<file path="config.mk">
export PLATFORM = sky130hd
export DESIGN_NAME = reap_ring_producer
export DESIGN_NICKNAME = d
export VERILOG_FILES = /design/src/rtl/srp_pkg.sv /design/src/rtl/srp_wrap_add.sv /design/src/rtl/srp_span_count.sv /design/src/rtl/srp_session.sv /design/src/rtl/reap_ring_producer.sv
export SDC_FILE = /design/constraint.sdc
export NUM_CORES = 1
export LEC_CHECK = 0
export ABC_CLOCK_PERIOD_IN_PS = 10680
export BUFFER_PORTS_ARGS = -buffer_cell sky130_fd_sc_hd__buf_2
export CAP_MARGIN = 20
export CELL_PAD_IN_SITES_DETAIL_PLACEMENT = 1
export CELL_PAD_IN_SITES_GLOBAL_PLACEMENT = 2
export CORE_UTILIZATION = 25
export CTS_BUF_LIST = sky130_fd_sc_hd__clkbuf_4
export DETAILED_ROUTE_END_ITERATION = 10
export GPL_TIMING_DRIVEN = 0
export PLACE_DENSITY_LB_ADDON = 0.1
export SLEW_MARGIN = 10
export SYNTH_ARGS = -nofsm -noshare
export SYNTH_HDL_FRONTEND = slang
export SYNTH_SLANG_ARGS = --single-unit
</file>
<file path="constraint.sdc">
create_clock -name clk -period 10.68 [get_ports clk]
set_input_delay 2.67 -clock clk [delete_from_list [all_inputs] [get_ports clk]]
set_output_delay 2.67 -clock clk [all_outputs]
set_load 0.05 [all_outputs]
</file>
<file path="src/rtl/srp_pkg.sv">
package srp_pkg;
  typedef enum logic [3:0] {
    OP_OPEN        = 4'd0,
    OP_CLOSE_POST  = 4'd1,
    OP_CLOSE_REAP  = 4'd2,
    OP_GET         = 4'd3,
    OP_PEEK        = 4'd4,
    OP_FREE        = 4'd5,
    OP_REAP        = 4'd6,
    OP_GET_REAPED  = 4'd7,
    OP_DONE        = 4'd8
  } srp_op_e;
endpackage

</file>
<file path="src/rtl/srp_wrap_add.sv">
// Advance a word pointer by one entry, modulo the ring size.
module srp_wrap_add #(
  parameter int RING_WORDS  = 12,
  parameter int ENTRY_WORDS = 3,
  parameter int PW          = 4
) (
  input  logic [PW-1:0] ptr,
  output logic [PW-1:0] nxt
);
  localparam logic [PW:0] RING_L  = (PW+1)'(RING_WORDS);
  localparam logic [PW:0] ENTRY_L = (PW+1)'(ENTRY_WORDS);
  localparam bit RING_POW2 = (RING_WORDS & (RING_WORDS - 1)) == 0;

  logic [PW:0] sum;
  assign sum = {1'b0, ptr} + ENTRY_L;

  generate
    if (RING_POW2) begin : g_mask
      assign nxt = sum[PW-1:0];
    end else begin : g_sub
      logic [PW:0] wrapped;
      assign wrapped = (sum >= RING_L) ? (sum - RING_L) : sum;
      assign nxt = wrapped[PW-1:0];
    end
  endgenerate
endmodule

</file>
<file path="src/rtl/srp_span_count.sv">
// Forward distance from one pointer to another, in entries; equal pointers span the full ring.
module srp_span_count #(
  parameter int RING_WORDS  = 12,
  parameter int ENTRY_WORDS = 3,
  parameter int PW          = 4,
  parameter int CW          = 3
) (
  input  logic [PW-1:0] from_ptr,
  input  logic [PW-1:0] to_ptr,
  output logic [CW-1:0] entries
);
  localparam logic [PW:0] RING_L  = (PW+1)'(RING_WORDS);
  localparam logic [PW:0] ENTRY_L = (PW+1)'(ENTRY_WORDS);
  localparam bit ENTRY_POW2 = (ENTRY_WORDS & (ENTRY_WORDS - 1)) == 0;
  localparam int ESH = $clog2(ENTRY_WORDS);

  logic [PW:0] words;
  assign words = (to_ptr > from_ptr) ? ({1'b0, to_ptr} - {1'b0, from_ptr})
                                     : (RING_L - {1'b0, from_ptr} + {1'b0, to_ptr});

  generate
    if (ENTRY_POW2) begin : g_shift
      logic [PW:0] q;
      assign q = words >> ESH;
      assign entries = CW'(q);
    end else begin : g_div
      logic [PW:0] q;
      assign q = words / ENTRY_L;
      assign entries = CW'(q);
    end
  endgenerate
endmodule

</file>
<file path="src/rtl/srp_session.sv">
// Session open flag and head publication register.
module srp_session #(
  parameter int PW = 4
) (
  input  logic          clk,
  input  logic          rst_n,
  input  logic          open_req,
  input  logic          close_post,
  input  logic          close_reap,
  input  logic [PW-1:0] head,
  output logic          open_q,
  output logic          pub_valid,
  output logic [PW-1:0] pub_head
);
  always_ff @(posedge clk) begin
    if (!rst_n) begin
      open_q    <= 1'b0;
      pub_valid <= 1'b0;
      pub_head  <= '0;
    end else begin
      pub_valid <= close_post;
      if (close_post) pub_head <= head;
      if (open_req) open_q <= 1'b1;
      else if (close_post || close_reap) open_q <= 1'b0;
    end
  end


  open_only_when_closed_chk: assert property (@(posedge clk) disable iff (!rst_n)
    open_req |-> !open_q);

  close_only_when_open_chk: assert property (@(posedge clk) disable iff (!rst_n)
    (close_post || close_reap) |-> open_q);
endmodule

</file>
<file path="src/rtl/reap_ring_producer.sv">
module reap_ring_producer
  import srp_pkg::*;
#(
  parameter int RING_WORDS  = 12,
  parameter int ENTRY_WORDS = 3,
  localparam int PW = $clog2(RING_WORDS),
  localparam int CW = $clog2(RING_WORDS / ENTRY_WORDS + 1)
) (
  input  logic          clk,
  input  logic          rst_n,
  input  logic          req_valid,
  output logic          req_ready,
  input  logic [3:0]    req_op,
  input  logic          req_sync,
  input  logic [PW-1:0] cons_tail,
  output logic          rsp_valid,
  output logic          rsp_hit,
  output logic [PW-1:0] rsp_slot,
  output logic [CW-1:0] rsp_count,
  output logic          pub_valid,
  output logic [PW-1:0] pub_head
);
  localparam int NUM_ENTRIES = RING_WORDS / ENTRY_WORDS;
  localparam logic [PW:0] RING_L = (PW+1)'(RING_WORDS);

  srp_op_e op;
  assign op = srp_op_e'(req_op);

  logic [PW-1:0] head_q, reap_q, tail_q;
  logic [PW-1:0] head_nxt, reap_nxt, tail_use;
  logic [CW-1:0] free_span, done_span;
  logic          open_q, accept;
  logic          get_ok, reap_ok, reaped_ok;

  assign req_ready = (op == OP_OPEN) ? !open_q : open_q;
  assign accept    = req_valid && req_ready;
  assign rsp_valid = accept;

  assign tail_use = (op == OP_FREE && req_sync) ? cons_tail : tail_q;

  srp_wrap_add #(.RING_WORDS(RING_WORDS), .ENTRY_WORDS(ENTRY_WORDS), .PW(PW))
    u_head_adv (.ptr(head_q), .nxt(head_nxt));
  srp_wrap_add #(.RING_WORDS(RING_WORDS), .ENTRY_WORDS(ENTRY_WORDS), .PW(PW))
    u_reap_adv (.ptr(reap_q), .nxt(reap_nxt));

  srp_span_count #(.RING_WORDS(RING_WORDS), .ENTRY_WORDS(ENTRY_WORDS), .PW(PW), .CW(CW))
    u_free_span (.from_ptr(head_q), .to_ptr(tail_use), .entries(free_span));
  srp_span_count #(.RING_WORDS(RING_WORDS), .ENTRY_WORDS(ENTRY_WORDS), .PW(PW), .CW(CW))
    u_done_span (.from_ptr(reap_nxt), .to_ptr(tail_q), .entries(done_span));

  assign get_ok    = head_nxt != tail_use;
  assign reap_ok   = reap_nxt != tail_q;
  assign reaped_ok = head_q != reap_q;

  always_comb begin
    rsp_hit   = 1'b0;
    rsp_slot  = '0;
    rsp_count = '0;
    if (accept) begin
      unique case (op)
        OP_GET, OP_PEEK: begin
          rsp_hit  = get_ok;
          rsp_slot = head_q;
        end
        OP_REAP: begin
          rsp_hit  = reap_ok;
          rsp_slot = reap_nxt;
        end
        OP_GET_REAPED: begin
          rsp_hit  = reaped_ok;
          rsp_slot = head_q;
        end
        OP_FREE: rsp_count = free_span - CW'(1);
        OP_DONE: rsp_count = reap_ok ? done_span : '0;
        default: ;
      endcase
    end
  end

  always_ff @(posedge clk) begin
    if (!rst_n) begin
      head_q <= '0;
      reap_q <= '0;
      tail_q <= '0;
    end else if (accept) begin
      unique case (op)
        OP_OPEN: tail_q <= cons_tail;
        OP_FREE: if (req_sync) tail_q <= cons_tail;
        OP_GET: if (get_ok) begin
          head_q <= head_nxt;
          reap_q <= head_nxt;
        end
        OP_REAP: if (reap_ok) reap_q <= reap_nxt;
        OP_GET_REAPED: if (reaped_ok) head_q <= head_nxt;
        default: ;
      endcase
    end
  end

  srp_session #(.PW(PW)) u_session (
    .clk        (clk),
    .rst_n      (rst_n),
    .open_req   (accept && op == OP_OPEN),
    .close_post (accept && op == OP_CLOSE_POST),
    .close_reap (accept && op == OP_CLOSE_REAP),
    .head       (head_q),
    .open_q     (open_q),
    .pub_valid  (pub_valid),
    .pub_head   (pub_head)
  );


  ptr_range_chk: assert property (@(posedge clk) disable iff (!rst_n)
    ({1'b0, head_q} < RING_L) && ({1'b0, reap_q} < RING_L) && ({1'b0, tail_q} < RING_L));

  get_joins_reap_chk: assert property (@(posedge clk) disable iff (!rst_n)
    (accept && op == OP_GET && rsp_hit) |=> (reap_q == head_q) && (head_q != $past(head_q)));

  peek_still_chk: assert property (@(posedge clk) disable iff (!rst_n)
    (accept && op == OP_PEEK) |=> $stable(head_q) && $stable(reap_q));

  free_bound_chk: assert property (@(posedge clk) disable iff (!rst_n)
    (accept && op == OP_FREE) |-> (int'(rsp_count) <= NUM_ENTRIES - 1));

  publish_head_chk: assert property (@(posedge clk) disable iff (!rst_n)
    (accept && op == OP_CLOSE_POST) |=> pub_valid && (pub_head == $past(head_q)));

  reap_close_silent_chk: assert property (@(posedge clk) disable iff (!rst_n)
    (accept && op == OP_CLOSE_REAP) |=> !pub_valid);

  idle_reject_chk: assert property (@(posedge clk) disable iff (!rst_n)
    !accept |=> $stable(head_q) && $stable(reap_q) && $stable(tail_q));
endmodule

</file>
==> results of run 1 <==
timing repair:
action	4_1_cts	5_1_grt
pin swaps	1	1
setup endpoints to repair	3	2
resized for setup	10	12
setup buffers	2	5
through the flow:
step                      TNS, ns  power [W]   util
final                           0   0.000166  0.302
after global routing            0   0.000178  0.302
after CTS                       0   0.000165  0.295
after detailed placement    -2.06   0.000121  0.286
after global placement      -2.17   0.000121  0.286
after floorplan                 0   0.000107      -
worst min path at each step:
stage | cells after the start | from | slack [ns] | endpoint
floorplan | 2 | u_session.open_q | 0.47 | u_session.open_q
global placement | 2 | u_session.pub_head[2] | 0.47 | u_session.pub_head[2]
detailed placement | 2 | u_session.pub_head[1] | 0.48 | u_session.pub_head[1]
CTS | 2 | u_session.pub_head[2] | 0.52 | u_session.pub_head[2]
global route | 2 | u_session.pub_head[2] | 0.54 | u_session.pub_head[2]
finish | 2 | u_session.pub_head[2] | 0.51 | u_session.pub_head[2]
registers in the layout, indices dropped and copies added (netlist names):
name                 flops
reap_q                   4
u_session.pub_valid      1
head_q                   4
u_session.pub_head       4
tail_q                   4
u_session.open_q         1
cells by family after synthesis:
kind of cell	after synthesis
flops	18
compound gates	108
simple gates	128
mux	15
buf+inv	51
fa+ha+maj	38
xor+xnor	20
per-layer routing:
layer	GRT usage	up-vias	part of all wire
li1	-	1438	-
met1	0.230	1374	0.52
met2	0.261	40	0.45
met3	0.0203	4	0.028
met4	0.0183	0	0.0051
met5	0	-	0
cells in the mapped netlist, types with 3 or more instances:
| master | number |
|---|---|
| a211oi_1 | 4 |
| a21o_1 | 3 |
| a21oi_1 | 32 |
| a31oi_1 | 6 |
| and2_1 | 3 |
| and3_1 | 4 |
| buf_2 | 8 |
| clkbuf_1 | 5 |
| dfxtp_1 | 18 |
| fa_1 | 6 |
| ha_1 | 32 |
| inv_1 | 35 |
| mux2i_1 | 15 |
| nand2_1 | 27 |
| nand2b_1 | 4 |
| nand3_1 | 13 |
| nand4_1 | 5 |
| nor2_1 | 40 |
| nor3_1 | 5 |
| o21a_1 | 3 |
| o21ai_0 | 14 |
| o2bb2ai_1 | 3 |
| o31ai_1 | 4 |
| or2_2 | 3 |
| or3_1 | 3 |
| xnor2_1 | 15 |
| xor2_1 | 5 |
critical path: cells and delay by family:
kind | cells | cell delay, ns
buffers and inverters | 4 | 0.51
and+or+nand+nor | 8 | 1.33
adders and majority gates | 5 | 1.34
muxes | 1 | 0.27
AOI/OAI and AO/OA | 9 | 1.49
final cells by class:
type	instances	area (sq um)
fill	1356	7670
inverter	37	139
clock inverter	1	3.75
tap	140	175
sequential	18	360
multi-input combinational	309	2370
timing repair buffer	31	181
buffer	13	66.3
clock buffer	3	22.5
placed cells by master (no fill, tap or decap), types with 5 or more instances in the layout:
master / count
mux2i_1: 11
xor2_1: 5
a21oi_1: 29
inv_1: 34
nand2_1: 27
dfxtp_1: 18
a31oi_1: 6
nand3_1: 12
xnor2_1: 15
ha_1: 29
buf_4: 8
buf_2: 30
nor2_1: 38
nand4_1: 5
nor3_1: 5
fa_1: 6
o21ai_0: 13
power by group through the flow:
| stage | combinational, W | clock (W) | sequential, W |
|---|---|---|---|
| floorplan | 0.0000376 | 0 | 0.0000691 |
| global placement | 0.0000518 | 0 | 0.0000691 |
| detailed placement | 0.0000522 | 0 | 0.0000691 |
| CTS | 0.0000569 | 0.0000403 | 0.0000676 |
| global route | 0.0000674 | 0.0000433 | 0.0000677 |
| finish | 0.0000595 | 0.0000392 | 0.0000676 |
==> qor.csv, run 1 <==
metric,value,unit
layout cell share with drive strength beyond 1,0.182,
final antenna diode count,0,
"reg-to-reg slack, setup",6.46,ns
Final Setup Violations,0,
most frequent cell on the critical path,a21oi_2,
Max-cap violations,0,
largest family of logic cells by synthesized area,compound AO/OA/AOI/OAI gates,
Syn Nets,428,
CTS tree,yes,
Compound-Gate Fraction of Synth Area,0.267,
Comb pwr share,0.358,
Clock Power Share,0.236,
initial antenna violation count,0,
Die Width,109,um
vias in the first global route,2882,
actual slew at the worst max-slew pin,0.677,ns
slew margin rel.,0.544,
Synth Area per Inst,7.52,sq um
fin crit period,10.28,ns
DP Worst Slack,-0.853,ns
Die ar.,0.0118,sq mm
TritonCTS buffer count,3,
Final Max Slew Viols,0,
Worst EP required,8.01,ns
remaining antenna violation count after routing,0,
Worst setup startpoint,req_op[1],
Iteration-0 DRC Markers,109,
Clock Sinks,18,
CP peak stage delay,0.49,ns
sequential share of the synthesized area,0.127,
simple-gate portion of the synthesized area,0.236,
fin cells,552,
Switch Pwr,0.0000611,W
critical path type,in -> out,
first-pass GRT wire length,14900,um
Pwr Density,50.2,mW/mm^2
final setup margin,0.396,ns
R2R Path End,reap_q[0],
worst reg-to-reg path cell count,17,
GRT overflow,0,
CP Launch Type,input pin,
placed cell count,542,
CP endpoint,rsp_count[1],
PortBufs,24,
top cell type's share of synthesized area,0.141,
DRT Pass-1 Iters,4,
Synth Area in XOR/XNOR,0.0616,
drt wl/cell,16.3,um
I/O Pins,27,
largest cells by area after synthesis,"ha_1 (14%), dfxtp_1 (13%), a21oi_1 (5.6%)",
async set-reset flop share out of synthesis,0,
hold_buf cts,0,
fin area,0.00331,sq mm
crit path capture type,output pin,
number of synthesized flops with an enable pin,0,
Adder-Cell Fraction of Synth Area,0.183,
placed cell areas,0.00315,sq mm
Synth cell types,71,
Clock Tree Root,clkbuf_4,
worst r2r src,reap_q[0],
row count,38,
synth-to-layout area growth,16.5,%
Initial Util,0.259,
Hold Crit Class,reg -> reg,
peak supply drop,0.0429,mV
status,"complete, no violations",
hold violation count in the final report,0,
DP Wirelength,7250,um
Max Clock Skew,0.00809,ns
WL final,8970,um
Clock transition at path regs,0.12,ns
largest net degree at the start of global routing,11,
Post-Synthesis Cells,378,
DRC Markers,0,
CTS Buffer Depth,2,
period utilisation layout,0.963,
FMAX,0.0972,GHz
"FF+latch count, synth",18,
Leakage Power,1.40,nW
YS warnings,0,
CTS H-tree depth,1,
critical-path maximum fanout,8,
RSZ-0062 raised after global routing,false,
Sw Share,0.367,
placer's final routability congestion estimate,0.757,
Mapped Area,0.00284,sq mm
total core area,0.0110,sq mm
via count,2856,
WHS,0.508,ns
average vias per placed instance,5.17,
mux contribution to synthesized area,0.0528,
worst skew pair latency,0.31,ns
ys flop type,dfxtp_1,
Internal,0.000105,W
Worst EP arrival,7.61,ns
die height,109,um
Crit-path slowest cell,fa_1,
cell taking the most area after synthesis,ha_1,
Final Net Count,463,
Total Routing Usage GR,0.160,
Seq pwr share,0.407,
No activity file was read; power rests on OpenSTA's default activity.
==> run 2, diff against run 1 <==
Settings changed: CAP_MARGIN 20 to 5, REMOVE_ABC_BUFFERS set to 1, SYNTH_HIERARCHICAL set to 1.
==> run 2 against run 1 <==
Net effect:
- non-clock buffer count down 8
- area after synthesis up 5.3%
- die area up 5.2%
- maximum frequency down 1.1%
- first-iteration DRC count down 48%
- critical endpoint unchanged
- largest cell class unchanged
==> qor.csv, run 2 <==
metric,value,unit,change
ys flop type,dfxtp_1,,
Leakage Power,1.38,nW,-1.2%
most frequent cells in the layout,"inv_1 (49), ha_1 (25), nor2_1 (24), buf_2 (24), mux2i_1 (21)",,
met3 wire length,116,um,-54%
actual slew at the worst max-slew pin,0.670,ns,-0.00654 ns
Max-cap violations,0,,unchanged
critical path type,in -> out,,
TritonCTS buffer count,3,,unchanged
synth-to-layout area growth,16.5,%,about the same
worst reg-to-reg path cell count,12,,-5
status,"complete, no violations",,
CTS H-tree depth,1,,unchanged
total core area,0.0116,sq mm,+5.3%
largest net degree at the start of global routing,18,,+7
Adder-Cell Fraction of Synth Area,0.170,,-0.0134
placer's final routability congestion estimate,0.725,,-4.3%
Final Max Slew Viols,0,,unchanged
Synth cell types,67,,-5.6%
Synth Area in XOR/XNOR,0.0785,,+0.0169
Initial Util,0.259,,about the same
M1 WL,4290,um,-8.3%
Final TNS setup,0,ns,unchanged
"FF+latch count, synth",18,,unchanged
Die ar.,0.0124,sq mm,+5.2%
Final Setup Violations,0,,unchanged
worst hold stages,2,,unchanged
cell taking the most area after synthesis,ha_1,,
slew margin rel.,0.553,,+0.00913
Pwr Density,50.3,mW/mm^2,+0.24%
first-pass GRT wire length,14300,um,-4.6%
"most common cell after layout, fill and taps aside",inv_1,,
Post-Synthesis Cells,353,,-6.6%
Clock Tree Root,clkbuf_4,,
"reg-to-reg slack, setup",6.59,ns,+0.13 ns
via count,2672,,-6.4%
fin area,0.00349,sq mm,+5.3%
Clock Sinks,18,,unchanged
remaining antenna violation count after routing,0,,unchanged
Mapped Area,0.00300,sq mm,+5.3%
top cell type's share of synthesized area,0.129,,-0.0113
FMAX,0.0962,GHz,-1.1%
WL met2,4120,um,+3.1%
Hold Crit Class,reg -> reg,,
critical-path maximum fanout,9,,+1
GRT overflow,0,,unchanged
"count leader, synth",inv_1,,
vias in the first global route,2754,,-4.4%
Final Net Count,436,,-5.8%
fin crit period,10.40,ns,+0.115 ns
async set-reset flop share out of synthesis,0,,unchanged
Clock transition at path regs,0.12,ns,about the same
FF/Latch Area,360,sq um,unchanged
row count,39,,+2.6%
Highest Signal Layer,met4,,
period utilisation layout,0.974,,+0.0108
mux contribution to synthesized area,0.0911,,+0.0383
DRT Pass-1 Iters,4,,unchanged
placed cell count,516,,-4.8%
largest cells by area after synthesis,"ha_1 (13%), dfxtp_1 (12%), mux2i_1 (7.4%)",,
RSZ-0062 raised after global routing,false,,
CP Launch Type,input pin,,
largest family of logic cells by synthesized area,compound AO/OA/AOI/OAI gates,,
worst r2r src,head_q[0],,
fin cells,529,,-4.2%
CTS Buffer Depth,2,,unchanged
Hold Path End,u_session/pub_head[2],,
YS warnings,6,,+6
Post-synth top cells,"inv_1 (52), ha_1 (31), nor2_1 (24), mux2i_1 (22), nand2_1 (19)",,
worst skew pair latency,0.31,ns,about the same
DP Wirelength,6760,um,-6.8%
number of synthesized flops with an enable pin,0,,unchanged
placed cell areas,0.00327,sq mm,+3.9%
WL final,8570,um,-4.4%
Worst EP required,8.01,ns,about the same
WHS,0.525,ns,+0.0169 ns
peak supply drop,0.0284,mV,-34%
Min-Delay Startpoint,u_session/pub_head[2],,
die height,111,um,+2.6%
Iteration-0 DRC Markers,57,,-48%
Compound-Gate Fraction of Synth Area,0.248,,-0.0189
average vias per placed instance,5.05,,-2.4%
initial antenna violation count,0,,unchanged
Tot Pwr,0.000176,W,+5.6%
Max Clock Skew,0.00681,ns,-0.00127 ns
CTS tree,yes,,
Synth Area per Inst,8.49,sq um,+13%
DRC Markers,0,,unchanged
crit path capture type,output pin,,
Die Width,111,um,+2.6%
R2R Path End,reap_q[3],,
layout cell share with drive strength beyond 1,0.244,,+0.0615
simple-gate portion of the synthesized area,0.212,,-0.0236
I/O Pins,27,,unchanged
PortBufs,26,,+8.3%
fillers,1384,,+2.1%
sequential share of the synthesized area,0.120,,-0.00640
final antenna diode count,0,,unchanged
Total Routing Usage GR,0.141,,-0.0185
hold violation count in the final report,0,,unchanged
area of the multi-input gates,0.00251,sq mm,+6.0%
drt wl/cell,16.2,um,-0.27%
Worst EP arrival,7.73,ns,+0.12 ns
[run 2: how the worst max path moves through the flow]
stage,start,endpoint,cells past startpoint
after detailed placement,req_op[3],rsp_count[1],29
after global placement,req_op[3],rsp_count[1],27
after global routing,req_op[3],rsp_count[2],28
after CTS,req_op[1],rsp_count[1],28
after floorplan,req_op[3],rsp_count[1],26
final,req_op[3],rsp_count[1],27
[run 2: area by class of cell]
type | count | share of cell area
clock buffers | 3 | 0.00645
clock inverters | 1 | 0.00108
inverters | 52 | 0.0573
multi-input cells | 276 | 0.718
flip-flops and latches | 18 | 0.103
well taps | 143 | 0.0513
repair buffers | 36 | 0.0624
[run 2: layer usage]
| metal | vias to the layer above | GRT usage |
|---|---|---|
| met2 | 17 | 0.250 |
| li1 | 1334 | - |
| met4 | 0 | 0.0216 |
| met1 | 1317 | 0.189 |
| met5 | - | 0 |
| met3 | 4 | 0.0136 |
[run 2: worst max-delay path, stage by stage]
cell and delay (ns):
buf_4 0.15, and4bb_4 0.38, nand2_8 0.09, mux2_4 0.33, ha_4 0.18, inv_4 0.06
fa_1 0.42, a21o_1 0.20, a21oi_2 0.16, xnor2_2 0.12, o31ai_2 0.31, ha_2 0.26
inv_2 0.05, ha_4 0.17, and3_4 0.15, a211o_1 0.32, xnor2_1 0.14, ha_1 0.31
nor2_1 0.09, nand2_1 0.07, a221oi_2 0.18, o22ai_1 0.10, inv_1 0.09, ha_2 0.26
nand2b_1 0.15, a21oi_2 0.13, buf_6 0.17
[run 2: kinds of logic after synthesis]
logic type | after synthesis
and+or+nand+nor | 98
adders and majority gates | 37
xor gates and xnor gates | 26
buffers and inverters | 59
DFF | 18
AOI/OAI and AO/OA | 89
muxes | 26
[run 2: power breakdown]
group          switching [W]  internal, W  total (W)
combinational      0.0000368    0.0000315  0.0000683
sequential       0.000000422    0.0000673  0.0000678
clock              0.0000259    0.0000137  0.0000396
[run 2: repair_timing]
action,4_1_cts,5_1_grt
hold endpoints to repair,0,0
setup buffers,2,7
endpoints found under the setup margin,3,3
gates resized for setup,9,22
hold buffers,0,0
pin swaps,3,17
cloned,0,0
[run 2: through the flow]
step	setup WS [ns]	util
3_3_place_gp	-0.301	0.282
4_1_cts	0.0282	0.289
2_1_floorplan	0.0957	-
6_report	0.281	0.302
5_1_grt	0.00602	0.302
3_5_place_dp	-0.350	0.283
